**src/rtl/rdblk_req_builder.sv**
```systemverilog
module rdblk_req_builder #(
  parameter logic [7:0]  SYNC_HI  = 8'hB2,
  parameter logic [7:0]  SYNC_LO  = 8'h4D,
  parameter logic [7:0]  CMD      = 8'h06,
  parameter logic [15:0] CRC_POLY = 16'h1021,
  parameter int          MAX_BLK  = 4
) (
  input  logic        clk,
  input  logic        rst_n,
  input  logic        start,
  input  logic [63:0] card_id,
  input  logic [2:0]  blk_count,
  input  logic [63:0] blk_list,
  input  logic [15:0] svc_code,
  output logic        out_valid,
  output logic [7:0]  out_byte,
  output logic        done,
  output logic        err
);
  localparam logic [7:0] FIXED_LEN = 8'd14;

  typedef enum logic [1:0] {S_IDLE, S_HDR, S_BLK, S_CRC} st_t;

  st_t         st;
  logic [3:0]  pos;
  logic [1:0]  bi, sub;
  logic [15:0] crc_q;
  logic [63:0] id_q, blk_q;
  logic [15:0] svc_q;
  logic [2:0]  cnt_q;
  logic [7:0]  len_q, len_in, hdr_byte, blk_byte;
  logic [15:0] cur_blk;
  logic [2:0]  k;
  logic        big, crc_upd;

  function automatic logic [15:0] crc_step(input logic [15:0] c, input logic [7:0] b);
    logic [15:0] r;
    r = c ^ {b, 8'h00};
    for (int i = 0; i < 8; i++)
      r = r[15] ? ({r[14:0], 1'b0} ^ CRC_POLY) : {r[14:0], 1'b0};
    return r;
  endfunction

  wire cnt_ok = (blk_count != 3'd0) && (blk_count <= 3'(MAX_BLK));

  always_comb begin
    len_in = FIXED_LEN;
    for (int i = 0; i < MAX_BLK; i++)
      if (3'(i) < blk_count)
        len_in = len_in + ((blk_list[16*i +: 16] > 16'd255) ? 8'd3 : 8'd2);
  end

  assign k       = pos[2:0] - 3'd4;
  assign cur_blk = blk_q[{bi, 4'b0000} +: 16];
  assign big     = |cur_blk[15:8];

  always_comb begin
    case (pos)
      4'd0:    hdr_byte = SYNC_HI;
      4'd1:    hdr_byte = SYNC_LO;
      4'd2:    hdr_byte = len_q;
      4'd3:    hdr_byte = CMD;
      4'd12:   hdr_byte = 8'h01;
      4'd13:   hdr_byte = svc_q[7:0];
      4'd14:   hdr_byte = svc_q[15:8];
      4'd15:   hdr_byte = {5'd0, cnt_q};
      default: hdr_byte = id_q[{~k, 3'b000} +: 8];
    endcase
  end

  assign blk_byte = (sub == 2'd0) ? (big ? 8'h00 : 8'h80)
                  : (sub == 2'd1 && big) ? cur_blk[15:8] : cur_blk[7:0];

  assign out_valid = (st != S_IDLE);
  assign out_byte  = (st == S_HDR) ? hdr_byte
                   : (st == S_BLK) ? blk_byte
                   : (st == S_CRC) ? (pos[0] ? crc_q[7:0] : crc_q[15:8]) : 8'h00;
  assign crc_upd   = (st == S_HDR && pos >= 4'd2) || st == S_BLK;

  always_ff @(posedge clk) begin
    if (!rst_n) begin
      st <= S_IDLE; pos <= '0; bi <= '0; sub <= '0; crc_q <= '0;
      id_q <= '0; blk_q <= '0; svc_q <= '0; cnt_q <= '0; len_q <= '0;
      done <= 1'b0; err <= 1'b0;
    end else begin
      done <= 1'b0;
      err  <= 1'b0;
      if (crc_upd) crc_q <= crc_step(crc_q, out_byte);
      case (st)
        S_IDLE: if (start) begin
          if (cnt_ok) begin
            st <= S_HDR; pos <= '0; crc_q <= '0;
            id_q <= card_id; blk_q <= blk_list; svc_q <= svc_code;
            cnt_q <= blk_count; len_q <= len_in;
          end else err <= 1'b1;
        end
        S_HDR: if (pos == 4'd15) begin
          st <= S_BLK; bi <= '0; sub <= '0;
        end else pos <= pos + 4'd1;
        S_BLK: if (sub == (big ? 2'd2 : 2'd1)) begin
          sub <= '0;
          if ({1'b0, bi} == cnt_q - 3'd1) begin
            st <= S_CRC; pos <= '0;
          end else bi <= bi + 2'd1;
        end else sub <= sub + 2'd1;
        S_CRC: if (pos[0]) begin
          st <= S_IDLE; done <= 1'b1;
        end else pos <= 4'd1;
        default: st <= S_IDLE;
      endcase
    end
  end

  logic [5:0] n_seen;
  always_ff @(posedge clk) begin
    if (!rst_n) n_seen <= '0;
    else        n_seen <= out_valid ? n_seen + 6'd1 : 6'd0;
  end

  assert_sync_first_R2: assert property (@(posedge clk) disable iff (!rst_n)
    $rose(out_valid) |-> out_byte == SYNC_HI);
  assert_sync_second_R2: assert property (@(posedge clk) disable iff (!rst_n)
    $rose(out_valid) |=> (out_valid && out_byte == SYNC_LO));
  assert_frame_size_R3: assert property (@(posedge clk) disable iff (!rst_n)
    done |-> ({2'b00, n_seen} == len_q + 8'd4));
  assert_done_idle_R9: assert property (@(posedge clk) disable iff (!rst_n)
    done |-> (!out_valid && !err));
  assert_done_pulse_R9: assert property (@(posedge clk) disable iff (!rst_n)
    done |=> !done);
  assert_err_no_frame_R10: assert property (@(posedge clk) disable iff (!rst_n)
    err |=> (!out_valid && !err));
endmodule

```
**config.mk**
```make
export PLATFORM = sky130hd
export DESIGN_NAME = rdblk_req_builder
export DESIGN_NICKNAME = d
export VERILOG_FILES = /design/src/rtl/rdblk_req_builder.sv
export SDC_FILE = /design/constraint.sdc
export NUM_CORES = 1
export LEC_CHECK = 0
export BUFFER_PORTS_ARGS = -buffer_cell sky130_fd_sc_hd__buf_4
export CELL_PAD_IN_SITES_DETAIL_PLACEMENT = 2
export CELL_PAD_IN_SITES_GLOBAL_PLACEMENT = 2
export CORE_UTILIZATION = 33
export CTS_BUF_LIST = sky130_fd_sc_hd__clkbuf_8
export DETAILED_ROUTE_END_ITERATION = 12
export PLACE_DENSITY = 0.84
export SYNTH_ARGS = -nofsm -noshare
export SYNTH_HDL_FRONTEND = slang
export SYNTH_SLANG_ARGS = --single-unit
export TNS_END_PERCENT = 30
```
**constraint.sdc**
```tcl
create_clock -name clk -period 3.6 [get_ports clk]
set_clock_uncertainty 0.2 [all_clocks]
set_input_delay 0.18 -clock clk [delete_from_list [all_inputs] [get_ports clk]]
set_output_delay 0.18 -clock clk [all_outputs]
set_load 0.005 [all_outputs]
```
==> metrics.txt, run 1 <==
status complete, but fails checks; failing checks setup timing; leakage 4.83 nW; Port Buf Inserts 160; Max VDD drop 0.299 mV; Syn. warnings 0; Initial Util 33.9%; TNS Setup -0.183 ns; die height 161 um; reg2reg setup slack -0.09 ns; IO Count 161; Mean Syn Cell Area 10.6 um2; r2r startpoint bi[0]; Cell Pwr Density 639 nW/um2; top_reg_cell synth dfxtp_1; Max Slew Vio Count 0; Die X 161 um; fin worst setup slack -0.0856 ns; Hold Path Class in2reg; Post-Syn Area 8310 um2; TritonCTS clock tree built; #FFs+latches synth 182; post-DP HPWL 21500 um; final layout net count 1246; area delta synth->final 44.5%; Slew headroom 47.5%; H-tree levels 4; first-pass GRT wire length 64200 um; worst slew pin tran 0.788 ns; worst endpoint required time 3.78 ns; Async SR Flop Fraction 0%; antenna viol nets, final 0; crit path to st[1]; R2R cell count 9; Setup CP Type reg2reg; commonest cells after routing, fill and taps aside 186 x buf_4, 177 x dfxtp_1, 155 x a22o_1, 149 x dlygate4sd3_1, 47 x nand2_1; clock sinks 182; Yosys cell types 59; Mapped Cells 785; Overflow after GRT 0; CP Max Fanout 7; Tmin final 3.69 ns; commonest non-fill, non-tap cell in the layout buf_4; DRT Wirelength 43900 um; Inserted Clock Buffers 17; Critical Path AT 3.87 ns; pre-CTS setup slack 0.0447 ns; Util after Layout 48.9%; Placeable Area 24500 um2; vias in the first global route 9546; insertion delay to the later sink of the worst-skew pair 0.53 ns; CTS max path bufs 2; Max Freq 271 MHz; max-cap violation count 0; GPL Wtd Cong 0.811; initial antenna violation count 3; Seq/Total Area, Yosys 43.8%; CTS root buf clkbuf_8; final hold vios 0; final period utilization 102%; DIE AREA 25800 um2; Worst setup EP type flop; Startpoint Class flop; post-detailed-route wirelength per cell 30.9 um; row cnt 57; CP startpoint bi[0]; RSZ-0062 raised after global routing true; Setup violations, final 3; Synthesized Nets 951; Clk pin slew, worst setup/hold paths 0.13 ns; DR vias 8622; pin count of the biggest net entering global routing 104; Post-synth EDFFs 0; proportion of layout cells with a drive suffix above 1 26.9%; DRC 0; capture point of the worst reg-to-reg path st[1]; All-Layer GR Usage 33.5%; DRT iter0 DRCs 671; DR vias/cell 6.08; first-pass iteration count of the detailed router 7
==> what timing repair did <==
| action | CTS | global route |
|---|---|---|
| setup buffers | 0 | 2 |
| setup endpoints to repair | 3 | 24 |
| pin swaps | 0 | 5 |
| cloned | 0 | 0 |
| hold buffers | 149 | 0 |
| resized for setup | 2 | 28 |
| endpoints found under the hold margin | 156 | 0 |
==> registers in the layout, summed over array words and instances, names as in the netlist <==
register / flops
id_q: 64
len_q: 7
svc_q: 16
bi: 2
blk_q: 64
err: 1
done: 1
crc_q: 16
pos: 4
sub: 2
cnt_q: 3
st: 2
==> Yosys cell counts (6+ instances only) <==
master | count | area (um2)
ha_1 | 16 | 200
mux2i_1 | 16 | 160
nand3_1 | 16 | 80.1
or4_1 | 6 | 45.0
nor4_1 | 9 | 56.3
a22o_1 | 155 | 1360
mux4_2 | 25 | 563
xor2_1 | 6 | 52.6
a211oi_1 | 9 | 67.6
a31oi_1 | 6 | 37.5
inv_1 | 22 | 82.6
nand2_1 | 47 | 176
clkbuf_1 | 52 | 195
and2_1 | 8 | 50.1
mux4_1 | 6 | 158
a21oi_1 | 35 | 175
nor3_1 | 7 | 35.0
nor2_1 | 29 | 109
o21ai_0 | 20 | 100
buf_1 | 6 | 22.5
dfxtp_1 | 182 | 3640
xnor2_1 | 17 | 149
mux2_2 | 11 | 124
nand4_1 | 6 | 37.5
==> report_power, final <==
group	total (mW)	switching (mW)	internal [mW]
clock network	1.67	1.01	0.665
registers	2.60	0.291	2.31
logic	3.40	1.92	1.48
==> layer usage <==
layer / track usage, % / wire, um
met5: 0 / 0
met4: 16.9 / 2110
met3: 6.59 / 2330
met2: 58.0 / 22200
met1: 39.5 / 17300
==> per-stage QoR <==
step / hold slack [ns] / cell area, um2 / total power [mW] / cells
3_3_place_gp: 0.190 / 9930 / 5.20 / 1234
6_report: 0.205 / 12000 / 7.67 / 1419
5_1_grt: 0.205 / 12000 / 7.88 / 1419
3_5_place_dp: 0.194 / 9930 / 5.34 / 1234
4_1_cts: 0.194 / 11900 / 7.10 / 1415
2_1_floorplan: 0.0945 / 8320 / 4.31 / 785
==> cells by family (layout without fill, tap and decap cells) <==
| group | Yosys count | count (layout) | share of synthesized area, % |
|---|---|---|---|
| buffers and inverters | 86 | 394 | 4.20 |
| AO/OA/AOI/OAI | 268 | 268 | 25.4 |
| AND/OR/NAND/NOR | 149 | 149 | 8.94 |
| XOR/XNOR | 26 | 26 | 3.16 |
| adder cells (fa/ha/maj) | 16 | 16 | 2.41 |
| other | 0 | 2 | 0 |
| multiplexers | 58 | 58 | 12.1 |
| flip-flops | 182 | 182 | 43.8 |
==> cell type report <==
cell class	count	area [um2]
Fill cell	2508	12500
Multi-Input combinational cell	517	4450
Sequential cell	182	3650
Timing Repair Buffer	340	2970
Tap cell	324	405
Clock buffer	17	234
Clock inverter	15	211
Inverter	22	82.6
Antenna cell	2	5.00
==> worst min path at each step <==
| stage | from | to | slack [ns] | cells after the start |
|---|---|---|---|---|
| 2_1_floorplan | rst_n | len_q[4] | 0.09 | 1 |
| 6_report | card_id[8] | id_q[8] | 0.20 | 3 |
| 3_3_place_gp | card_id[53] | id_q[53] | 0.19 | 2 |
| 3_5_place_dp | card_id[8] | id_q[8] | 0.19 | 2 |
| 4_1_cts | card_id[57] | id_q[57] | 0.19 | 3 |
| 5_1_grt | card_id[8] | id_q[8] | 0.20 | 3 |
==> critical path, stage by stage, from the launching register on <==
cell      delay (ns)
dfxtp_2         0.40
buf_4           0.19
mux4_2          0.62
or4_4           0.64
o211ai_1        0.42
a21oi_1         0.20
o21ai_0         0.33
a221oi_2        0.14
mux2i_1         0.30
nor2_1          0.13
Power figures use the tool's default switching activity.
==> inputs of run 2 (changes only) <==
- ABC_AREA: default -> 1
- CORE_UTILIZATION: 33 -> 29
- PLACE_DENSITY: 0.84 -> 0.83
==> metrics.txt, run 2 <==
commonest non-fill, non-tap cell in the layout nand2_1; DRT Wirelength 37900 um (-14%); Clk pwr share 18.6% (-3.2 points); Mean Syn Cell Area 7.55 um2 (-29%); first-pass GRT wire length 58600 um (-8.8%); Port Buf Inserts 160 (unchanged); Slew headroom 56.7% (+9.3 points); Yosys top cell area share 42.8% (-1.0 points); vias in the first global route 10300 (+8.3%); All-Layer GR Usage 25.2% (-8.4 points); Async SR Flop Fraction 0% (unchanged); Simple-Gate Fraction of Synth Area 20.3% (+11 points); proportion of layout cells with a drive suffix above 1 17.2% (-9.7 points); Synth area leader dfxtp_1; RSZ-0062 raised after global routing false; post-DP HPWL 24200 um (+13%); GPL Wtd Cong 0.913 (+12%); largest stage delay on the critical path 0.38 ns (-0.26 ns); Overflow after GRT 0 (unchanged); most common library cells after synthesis 227 x nand2_1, 182 x dfxtp_1, 123 x inv_1; HP Start card_id[13]; Max Slew Vio Count 0 (unchanged); reg2reg setup slack 0.53 ns (+0.62 ns); Synth Area in XOR/XNOR 0.824% (-2.3 points); DRT iter0 DRCs 457 (-32%); status completed; post-synthesis adder-cell area fraction 2.35% (-0.056 points); first-pass iteration count of the detailed router 5 (-2); Setup CP Type reg2out; Setup violations, final 0 (-3); critical path's slowest cell dfxtp_2; Cell Pwr Density 639 nW/um2 (about the same); switch share 46.3% (+4.3 points); CTS max path bufs 2 (unchanged); mux cell area share after synthesis 0% (-12 points); Sw Pwr 3.55 mW (+10%); Post-Syn Area 8510 um2 (+2.4%); antenna viol nets, final 0 (unchanged); commonest cells after routing, fill and taps aside 227 x nand2_1, 181 x dfxtp_1, 177 x buf_4, 149 x dlygate4sd3_1, 122 x inv_1; post-detailed-route wirelength per cell 20.9 um (-32%); Tmin final 3.20 ns (-0.482 ns); worst endpoint required time 3.22 ns (-0.56 ns); TNS Setup 0 ns (+0.183 ns); Placeable Area 28800 um2 (+17%); Max VDD drop 0.244 mV (-18%); Die X 173 um (+7.8%); CP Cell Sequence inv_1 -> ha_1 -> nor2_1 -> a32oi_4 -> inv_2 -> nand3_1 -> o21ai_0 -> a21oi_1 -> nand2_1 -> inv_1 -> buf_4; Startpoint Class flop; pin count of the biggest net entering global routing 123 (+18%); most numerous cell in the Yosys netlist nand2_1; main combinational cell family by area after synthesis compound AO/OA/AOI/OAI gates; H-tree levels 4 (unchanged); top cells by area, synth dfxtp_1 43%, nand2_1 10%, a22o_1 9.6%; Largest regs blk_q: 64 flops, id_q: 64 flops; capture point of the worst reg-to-reg path crc_q[0]; CTS root buf clkbuf_8; leakage 5.12 nW (+5.9%); worst hold slack 0.227 ns (+0.0228 ns); Worst setup EP type output port; #FFs+latches synth 182 (unchanged); logic gate share of total power 48.3% (+4.0 points); initial antenna violation count 4 (+1); clock sinks 182 (unchanged); final layout net count 1579 (+27%); insertion delay to the later sink of the worst-skew pair 0.49 ns (-0.04 ns); DR vias/cell 5.07 (-17%); r2r startpoint pos[0]; die height 173 um (+7.8%); max-cap violation count 0 (unchanged); Util after Layout 41.6% (-7.3 points); final hold vios 0 (unchanged); Syn. warnings 0 (unchanged); row cnt 62 (+8.8%); DRC 0 (unchanged); Synth Area in Compound Gates 24.2% (-1.1 points); Synthesized Nets 1293 (+36%); Clk pin slew, worst setup/hold paths 0.12 ns (about the same); CP dominant cell by count inv_1; hold depth 4 (+1); Inserted Clock Buffers 17 (unchanged); worst slew pin tran 0.642 ns (-0.146 ns); Seq/Total Area, Yosys 42.8% (-1.0 points); Int Pwr 4.11 mW (-7.6%); CP Max Fanout 9 (+2); Seq pwr share 33.1% (-0.8 points); DIE AREA 30000 um2 (+16%); non-filler cells in the finished layout 1813 (+28%); Max Freq 312 MHz (+15%); Post-synth EDFFs 0 (unchanged); final period utilization 89.0% (-13 points); R2R cell count 15 (+6); Cells after DPL 1629 (+32%); Hold Path Class in2reg; top_reg_cell synth dfxtp_1; Yosys cell types 36 (-39%); TritonCTS clock tree built; Mapped Cells 1127 (+44%); area delta synth->final 40.9%; Initial Util 29.6% (-4.3 points); DR vias 9189 (+6.6%); IO Count 161 (unchanged); PostCTS Resize Cnt 0 (-2); WHS Endpoint id_q[13]; Critical Path AT 2.82 ns (-1.05 ns)
[run 2: cell type report]
cell class	count	area, um2
Tap cell	384	480
Antenna cell	4	10.0
Clock inverter	14	158
Inverter	134	504
Multi-Input combinational cell	749	4070
Sequential cell	182	3640
Fill cell	3232	16800
Timing Repair Buffer	329	2880
Clock buffer	17	234
[run 2: critical path, delay by kind of cell, from the launching register on]
family | cells | cell delay [ns]
simple gates | 3 | 0.39
fa+ha+maj | 1 | 0.24
buf+inv | 4 | 0.55
flops | 1 | 0.38
compound gates | 3 | 0.77
[run 2: metal layers]
layer | vias up | track usage (%) | wire [um]
met5 | - | 0 | 0
li1 | 4391 | - | -
met3 | 50 | 3.84 | 1250
met4 | 0 | 7.82 | 899
met2 | 204 | 48.3 | 20300
met1 | 4544 | 28.2 | 15400
[run 2: cells by family (layout without fill, tap and decap cells)]
| kind of cell | after synthesis | after routing |
|---|---|---|
| AND/OR/NAND/NOR | 402 | 402 |
| adder cells (fa/ha/maj) | 16 | 16 |
| buffers and inverters | 196 | 494 |
| other | 0 | 4 |
| AO/OA/AOI/OAI | 323 | 323 |
| XOR/XNOR | 8 | 8 |
| flip-flops | 182 | 182 |
[run 2: timing repair]
| item | 4_1_cts | 5_1_grt |
|---|---|---|
| buffers inserted | 0 | 0 |
| hold endpoints to repair | 157 | 0 |
| hold buffers | 149 | 0 |
[run 2: power groups by stage]
stage	Clock [mW]	Sequential (mW)	Combinational [mW]
finish	1.42	2.53	3.70
global route	1.53	2.56	4.08
CTS	1.45	2.53	3.67
detailed placement	0	2.57	3.52
global placement	0	2.56	3.35
floorplan	0	2.47	2.34
[run 2: worst max-delay path by stage]
stage,from,end,slack (ns),cells after the start
2_1_floorplan,pos[1],crc_q[12],0.93,19
3_3_place_gp,pos[0],crc_q[15],0.59,16
3_5_place_dp,pos[1],crc_q[0],0.49,14
4_1_cts,pos[0],out_byte[4],0.35,11
5_1_grt,bi[0],out_byte[6],0.04,14
6_report,pos[0],out_byte[5],0.40,11
[run 2: stage by stage]
step	instance area (um2)	power [mW]	worst slack, ns
2_1_floorplan	8510	4.81	0.929
3_3_place_gp	10100	5.91	0.590
3_5_place_dp	10100	6.08	0.490
4_1_cts	12000	7.65	0.352
5_1_grt	12000	8.18	0.0399
6_report	12000	7.66	0.396
==> inputs of run 3 (changes only) <==
- CORE_UTILIZATION: 29 -> 28
- CTS_BUF_LIST: sky130_fd_sc_hd__clkbuf_8 -> default
- PLACE_DENSITY: 0.83 -> 0.81
==> metrics.txt, run 3 (synthesis gave the netlist of run 2 again) <==
status completed; Max Freq 313 MHz (+0.39%); Largest regs blk_q: 64 flops, id_q: 64 flops; DR vias/cell 5.08 (+0.24%); Clk pin slew, worst setup/hold paths 0.06 ns (-0.06 ns); clock sinks 182 (unchanged); TritonCTS clock tree built; PostCTS Resize Cnt 0 (unchanged); first-pass iteration count of the detailed router 4 (-1); capture point of the worst reg-to-reg path pos[2]; worst endpoint required time 3.22 ns (about the same); Max Slew Vio Count 0 (unchanged); r2r startpoint bi[1]; DRC 0 (unchanged); H-tree levels 4 (unchanged); row cnt 63 (+1.6%); proportion of layout cells with a drive suffix above 1 16.9% (-0.28 points); final hold vios 0 (unchanged); Worst setup EP type output port; insertion delay to the later sink of the worst-skew pair 0.46 ns (-0.03 ns); Cells after DPL 1635 (+0.37%); DRT Wirelength 38100 um (+0.50%); GPL Wtd Cong 0.844 (-7.6%); final period utilization 88.6% (-0.35 points); DR vias 9231 (+0.46%); Cell Pwr Density 680 nW/um2 (+6.5%); reg2reg setup slack 0.45 ns (-0.08 ns); commonest non-fill, non-tap cell in the layout nand2_1; DIE AREA 31100 um2 (+3.5%); Overflow after GRT 0 (unchanged); Setup CP Type reg2out; final layout net count 1579 (unchanged); post-DP HPWL 23900 um (-1.1%); non-filler cells in the finished layout 1817 (+0.22%); hold depth 2 (-2); post-detailed-route wirelength per cell 21.0 um (+0.27%); Slew headroom 49.9% (-6.8 points); Hold Path Class reg2reg; HP Start len_q[5]; All-Layer GR Usage 25.0% (-0.15 points); RSZ-0062 raised after global routing false; vias in the first global route 10400 (+0.51%); Die X 176 um (+1.7%); Setup violations, final 0 (unchanged); R2R cell count 15 (unchanged); TNS Setup 0 ns (unchanged); pin count of the biggest net entering global routing 66 (-46%); Critical Path AT 2.81 ns (about the same); CP Max Fanout 18 (+9); Max VDD drop 0.394 mV (+61%); first-pass GRT wire length 58600 um (about the same); Inserted Clock Buffers 17 (unchanged); die height 176 um (+1.7%); antenna viol nets, final 0 (unchanged); DRT iter0 DRCs 379 (-17%); IO Count 161 (unchanged); initial antenna violation count 2 (-2); WHS Endpoint len_q[5]; max-cap violation count 0 (unchanged); area delta synth->final 43.7%; CTS max path bufs 2 (unchanged); leakage 5.24 nW (+2.3%); Port Buf Inserts 160 (unchanged); Placeable Area 29800 um2 (+3.5%); commonest cells after routing, fill and taps aside 227 x nand2_1, 181 x dfxtp_1, 176 x buf_4, 149 x dlygate4sd3_1, 122 x inv_1; Startpoint Class flop; worst slew pin tran 0.751 ns (+0.109 ns); Tmin final 3.19 ns (-0.0125 ns); CTS root buf clkbuf_16; Initial Util 28.6% (-1.0 points); Util after Layout 41.0% (-0.62 points)
-- run 3: changes by cell type in the layout (fill, tap and decap cells not counted), sizes merged --
cell	before	now
clkbuf	17	23
bufinv	0	4
clkinv	9	8
diode	4	2
clkinvlp	2	0
inv	137	130
-- run 3: worst max path at each step --
stage | from | endpoint | slack (ns) | cells past startpoint
2_1_floorplan | pos[1] | crc_q[12] | 0.93 | 19
3_3_place_gp | blk_count[2] | len_q[1] | 0.65 | 16
3_5_place_dp | bi[0] | crc_q[14] | 0.54 | 19
4_1_cts | bi[1] | out_byte[4] | 0.39 | 13
5_1_grt | bi[0] | out_byte[4] | 0.15 | 14
6_report | bi[1] | out_byte[4] | 0.41 | 13
-- run 3: what timing repair did --
item | CTS | global route
setup buffers | 0 | 0
endpoints found under the setup margin | 0 | 0
hold buffers | 149 | 0
endpoints found under the hold margin | 157 | 0
-- run 3: power breakdown --
part / internal [mW] / switching (mW) / leakage [nW]
Clock: 1.20 / 0.845 / 0.301
Sequential: 2.31 / 0.230 / 1.48
Combinational: 1.31 / 2.42 / 3.45
-- run 3: final cells by class --
| cell class | instances | area, um2 |
|---|---|---|
| Inverter | 134 | 504 |
| Multi-Input combinational cell | 749 | 4070 |
| Sequential cell | 182 | 3640 |
| Fill cell | 3350 | 17600 |
| Clock inverter | 8 | 148 |
| Tap cell | 390 | 488 |
| Timing Repair Buffer | 329 | 2890 |
| Clock buffer | 23 | 468 |
| Antenna cell | 2 | 5.00 |
-- run 3: metal layers --
| metal | vias up | wire (um) | GRT usage, % |
|---|---|---|---|
| li1 | 4391 | - | - |
| met1 | 4557 | 15700 | 27.8 |
| met2 | 213 | 19900 | 46.6 |
| met3 | 70 | 1220 | 4.13 |
| met4 | 0 | 1240 | 10.7 |
| met5 | - | 0 | 0 |
-- run 3: metrics by stage --
stage	total power [mW]	hold WS, ns	setup slack (ns)	cell area [um2]
after floorplan	4.81	0.0831	0.929	8510
after global placement	5.96	0.185	0.653	10100
after detailed placement	6.12	0.193	0.537	10100
after CTS	8.32	0.248	0.390	12200
after global routing	8.85	0.255	0.151	12200
final	8.32	0.245	0.409	12200
-- run 3: worst max-delay path, stage by stage (launching register included) --
cell,delay (ns)
dfxtp_1,0.64
inv_2,0.27
nand3_1,0.16
nand2_1,0.09
nand2_1,0.09
nor2_2,0.05
nand2_2,0.19
nand2_2,0.17
nand2_1,0.11
nand3_1,0.11
nand2_1,0.14
nand2_1,0.10
inv_1,0.12
buf_4,0.12
